===== config.mk =====
export PLATFORM = sky130hd
export DESIGN_NAME = brdir_predictor
export DESIGN_NICKNAME = d
export VERILOG_FILES = /design/src/rtl/brdir_pkg.sv /design/src/rtl/brdir_index.sv /design/src/rtl/brdir_table.sv /design/src/rtl/brdir_miss_ctr.sv /design/src/rtl/brdir_predictor.sv
export SDC_FILE = /design/constraint.sdc
export NUM_CORES = 1
export LEC_CHECK = 0
export BUFFER_PORTS_ARGS = -buffer_cell sky130_fd_sc_hd__buf_4
export CELL_PAD_IN_SITES_DETAIL_PLACEMENT = 1
export CELL_PAD_IN_SITES_GLOBAL_PLACEMENT = 2
export CORE_MARGIN = 2
export CORE_UTILIZATION = 28
export DETAILED_ROUTE_END_ITERATION = 8
export GPL_ROUTABILITY_DRIVEN = 0
export PLACE_DENSITY = 0.79
export SYNTH_ARGS = -nofsm -noshare
export SYNTH_HDL_FRONTEND = slang
export SYNTH_SLANG_ARGS = --single-unit
export TNS_END_PERCENT = 5

===== constraint.sdc =====
create_clock -name clk -period 3.1 [get_ports clk]
set_clock_uncertainty 0.15 [all_clocks]
set_input_delay 0.465 -clock clk [delete_from_list [all_inputs] [get_ports clk]]
set_output_delay 0.465 -clock clk [all_outputs]
set_load 0.01 [all_outputs]

===== src/rtl/brdir_pkg.sv =====
package brdir_pkg;

  typedef enum logic [1:0] {
    CTR_SNT = 2'b00,
    CTR_WNT = 2'b01,
    CTR_WT  = 2'b10,
    CTR_ST  = 2'b11
  } ctr_e;

  // one saturating step toward the resolved outcome
  function automatic ctr_e ctr_step(input ctr_e cur, input logic taken);
    ctr_e nxt;
    unique case (cur)
      CTR_SNT: nxt = taken ? CTR_WNT : CTR_SNT;
      CTR_WNT: nxt = taken ? CTR_WT  : CTR_SNT;
      CTR_WT:  nxt = taken ? CTR_ST  : CTR_WNT;
      default: nxt = taken ? CTR_ST  : CTR_WT;
    endcase
    return nxt;
  endfunction

  function automatic logic ctr_predicts(input ctr_e cur);
    return (cur == CTR_WT) || (cur == CTR_ST);
  endfunction

endpackage


===== src/rtl/brdir_index.sv =====
module brdir_index #(
  parameter int PC_W  = 32,
  parameter int IDX_W = 3
) (
  input  logic [PC_W-1:0]  pc,
  output logic [IDX_W-1:0] idx
);
  localparam int LO = 2;
  localparam int HI = LO + IDX_W - 1;

  assign idx = pc[HI:LO];
endmodule


===== src/rtl/brdir_table.sv =====
module brdir_table
  import brdir_pkg::*;
#(
  parameter int SLOTS = 8,
  parameter int IDX_W = 3
) (
  input  logic               clk,
  input  logic               rst,
  input  logic [IDX_W-1:0]   rd_idx,
  output ctr_e               rd_state,
  input  logic               wr_en,
  input  logic [IDX_W-1:0]   wr_idx,
  input  logic               wr_taken,
  output ctr_e               wr_old_state,
  output logic [2*SLOTS-1:0] slot_flat
);
  localparam int FLAT_W = 2 * SLOTS;

  ctr_e slot_q [SLOTS];

  for (genvar g = 0; g < SLOTS; g++) begin : g_slot
    logic hit;
    assign hit = wr_en && (wr_idx == IDX_W'(g));

    always_ff @(posedge clk) begin
      if (rst) begin
        slot_q[g] <= CTR_SNT;
      end else if (hit) begin
        slot_q[g] <= ctr_step(slot_q[g], wr_taken);
      end
    end

    assign slot_flat[2*g +: 2] = slot_q[g];
  end

  // reads see the registered value, i.e. the state before any same-cycle write
  assign rd_state     = slot_q[rd_idx];
  assign wr_old_state = slot_q[wr_idx];

  logic [FLAT_W-1:0] unused_flat;
  assign unused_flat = slot_flat;
endmodule


===== src/rtl/brdir_miss_ctr.sv =====
module brdir_miss_ctr #(
  parameter int CNT_W = 32
) (
  input  logic             clk,
  input  logic             rst,
  input  logic             upd_en,
  input  logic             guessed_taken,
  input  logic             real_taken,
  output logic [CNT_W-1:0] count
);
  localparam logic [CNT_W-1:0] ONE = CNT_W'(1);

  always_ff @(posedge clk) begin
    if (rst) begin
      count <= '0;
    end else if (upd_en && (guessed_taken != real_taken)) begin
      count <= count + ONE;
    end
  end
endmodule


===== src/rtl/brdir_predictor.sv =====
module brdir_predictor
  import brdir_pkg::*;
#(
  parameter int SLOTS = 8,
  parameter int PC_W  = 32,
  parameter int CNT_W = 32
) (
  input  logic             clk,
  input  logic             rst,
  input  logic [PC_W-1:0]  lk_pc,
  output logic             lk_taken,
  input  logic             up_valid,
  input  logic [PC_W-1:0]  up_pc,
  input  logic             up_taken,
  output logic [CNT_W-1:0] miss_count
);
  localparam int IDX_W = (SLOTS > 1) ? $clog2(SLOTS) : 1;

  logic [IDX_W-1:0]   lk_idx;
  logic [IDX_W-1:0]   up_idx;
  ctr_e               lk_state;
  ctr_e               up_old;
  logic [2*SLOTS-1:0] slot_flat;

  brdir_index #(.PC_W(PC_W), .IDX_W(IDX_W)) u_lk_idx (
    .pc  (lk_pc),
    .idx (lk_idx)
  );

  brdir_index #(.PC_W(PC_W), .IDX_W(IDX_W)) u_up_idx (
    .pc  (up_pc),
    .idx (up_idx)
  );

  brdir_table #(.SLOTS(SLOTS), .IDX_W(IDX_W)) u_table (
    .clk          (clk),
    .rst          (rst),
    .rd_idx       (lk_idx),
    .rd_state     (lk_state),
    .wr_en        (up_valid),
    .wr_idx       (up_idx),
    .wr_taken     (up_taken),
    .wr_old_state (up_old),
    .slot_flat    (slot_flat)
  );

  brdir_miss_ctr #(.CNT_W(CNT_W)) u_miss (
    .clk           (clk),
    .rst           (rst),
    .upd_en        (up_valid),
    .guessed_taken (ctr_predicts(up_old)),
    .real_taken    (up_taken),
    .count         (miss_count)
  );

  assign lk_taken = ctr_predicts(lk_state);
endmodule


==> results by group <==
Status
  – Run status: completed

STA
  – FMAX: 0.379 GHz
  – Worst rel slew slack: 42.7%
  – Final Hold Vio Count: 0
  – Tightest Pin Transition: 857 ps
  – RSZ-0062 raised after global routing: false
  – Post-layout min period: 2640 ps
  – # setup viols final: 0
  – Setup TNS: 0 ps
  – Tcrit/Tclk final: 85.0%
  – Final Hold Slack: 358 ps
  – Final slew viol count: 0

GRT
  – Largest net degree at the start of global routing: 46
  – Vias in the first global route: 2338
  – First-pass GRT wire length: 11400 um
  – Total congestion overflow: 0
  – Initial antenna violation count: 0
  – Total GRT Usage: 13.8%

Worst setup path
  – CP bufs+invs: 1
  – Crit-path max FO: 16
  – Crit path max-delay family: multiplexers
  – CP Data Arrival Time: around 2700 ps
  – Worst path cell trace: mux2_1 > mux4_2 > mux2i_2 > buf_4 > or4_1 > a21oi_1
  – CP Capture Type: flop
  – WS Path Type: flop to flop
  – Slowest cell on the critical path: mux4_2
  – CP Data Required Time: 3190 ps
  – CP Launch Type: flop
  – CP peak stage delay: 550 ps

Yosys
  – EDFF count, synth: 16
  – Synth warn: 0
  – Post-synth cell types: 41
  – Post-synth top area share: 24.1%
  – Mapped cell area: 2660 um^2
  – Synth async-reset ratio: 0%
  – Synth Instances: 298
  – Top cell type by total area after synthesis: dfxtp_1
  – Syn Nets: between 300 and 400
  – Seq/Total Area, Yosys: between 40% and 50%
  – Post-synthesis register bit count: 48
  – Dominant synthesized flop cell: dfxtp_1
  – Largest cells by area after synthesis: dfxtp_1 (24%), edfxtp_1 (18%), a21oi_1 (6.8%), o21ai_0 (4.5%), or3_1 (4.5%)
  – Mapped Avg Cell Area: 8.91 um^2

Power
  – Int Power: slightly below 900 uW
  – Static Leak: 0.00112 uW
  – Reg power frac: 57.3%
  – Max VDD drop: 0.000164 V
  – Switching Fraction: between 20% and 30%
  – Combinational power share: 8.4%
  – Total net switching power: around 290 uW
  – PwrDens: 370 nW/um^2
  – Clk network pwr share: roughly a third

Clock tree
  – CTS tree: yes
  – Sink Count: 48
  – Cts repair resizes: 0
  – Num CTS Buffers: 5
  – CTS max path bufs: 2
  – Hold-fix buffer count after cts: 0
  – Reg clk slew, reported paths: around 90 ps
  – Root Driver: clkbuf_8
  – H-tree Lvls: 2
  – Clock Latency Late Sink: about 310 ps
  – Post-CTS setup buffers: 0

Route
  – DR WL/cell: 14.7 um
  – Routed vias/inst: around 5
  – DRC: 0
  – Via count: 2385
  – Detailed Routing Iterations Pass 1: 4
  – First DRT Iteration DRCs: 77
  – Final WL: 6820 um
  – Antenna Nets Post-Route: 0

Placement
  – I/O Buffers: 42
  – HPWL Detailed: around 4700 um

Cells and area
  – N_diodes: 0
  – Most common cell after layout, fill and taps aside: buf_4
  – Layout cells sized above 1: between 10% and 20%
  – Leading cell types in the layout, fill and taps excluded: buf_4 (45), a21oi_1 (36), dfxtp_1 (32)
  – Synth-to-Final Area Change: 19.7%
  – Net count, final: 402

Die
  – Height of the chip: 101 um
  – Initial Util: between 20% and 30%
  – Core area: 9240 um^2
  – FP Rows: 35
  – Area of the die: 10300 um^2
  – IO Count: 101
  – Die X-Extent: 101 um

Worst hold path
  – Worst hold path type: input pin to flop

Run
  – Max-Cap Viols: 0
## kinds of logic (layout without fill, tap and decap cells)
kind of cell / after synthesis / count (layout) / share of synthesized area (%)
muxes: 11 / 11 / 5.84
adders and majority gates: 7 / 7 / 2.73
AOI/OAI and AO/OA: 86 / 86 / 18.4
and+or+nand+nor: 109 / 109 / 24.1
DFF: 48 / 48 / 42.2
buffers and inverters: 35 / 71 / 6.08
xor gates and xnor gates: 2 / 2 / 0.660
## path summary, 6_finish.rpt
| kind | start | to | slack [ps] | cells after the start |
|---|---|---|---|---|
| setup / recovery | u_table.slot_q[2][1]$_SDFFCE_PN0P_ | u_miss.count[25]$_SDFFE_PP0P_ | 460 | 6 |
| hold / removal | up_valid | u_miss.count[0]$_SDFFE_PP0P_ | 360 | 3 |
| setup reg to reg | u_table.slot_q[2][1]$_SDFFCE_PN0P_ | u_miss.count[25]$_SDFFE_PP0P_ | 460 | 6 |
| hold reg to reg | u_miss.count[30]$_SDFFE_PP0P_ | u_miss.count[30]$_SDFFE_PP0P_ | 360 | 2 |
## power groups by stage
stage | combinational, uW | clock (uW) | sequential, uW
floorplan | 67.1 | 0 | 686
detailed placement | 99.7 | 0 | 689
global placement | 97.4 | 0 | 688
global route | 110 | 443 | 677
finish | 99.3 | 403 | 675
CTS | 101 | 426 | 675
## tightest hold or removal path, delay by kind of cell
kind	cells	cell delay [ps]
buffers and inverters	1	160
AND/OR/NAND/NOR	1	90
AO/OA/AOI/OAI	1	70
## metal layers
layer / vias up / GRT usage (%) / routed length, um
li1: 1178 / - / -
met1: 1165 / 17.9 / 3300
met2: 36 / 23.2 / 3180
met3: 6 / 2.76 / 247
met4: 0 / 4.05 / 86
met5: - / 0 / 0
## cell type report
class,count,area (um^2)
Fill cell,1093,6060
Clock inverter,1,7.51
Inverter,17,63.8
Tap cell,129,161
Timing Repair Buffer,46,358
Clock buffer,7,86.3
Sequential cell,48,1120
Multi-Input combinational cell,215,1380
## cells in the mapped netlist (10+ instances only)
| master | number |
|---|---|
| a21oi_1 | 36 |
| inv_1 | 17 |
| o21ai_0 | 24 |
| clkbuf_1 | 10 |
| nand2_1 | 24 |
| dfxtp_1 | 32 |
| nor2_1 | 10 |
| edfxtp_1 | 16 |
| or3_1 | 19 |
| and3_1 | 10 |
| nand3_1 | 11 |
## flip-flops by register name (all words and copies together), names as in the netlist
name and cells:
u_miss.count 32, u_table.slot_q 16
## metrics by stage
step	std cells	total power (uW)	cell area [um^2]	setup slack (ps)	util (%)
floorplan	298	753	2660	687	-
global placement	455	785	3090	317	33.4
detailed placement	455	789	3090	274	33.4
CTS	463	1200	3180	440	34.4
global route	463	1230	3180	347	34.4
finish	463	1180	3180	464	34.4
Note: power is estimated with default switching activity, not from simulation.
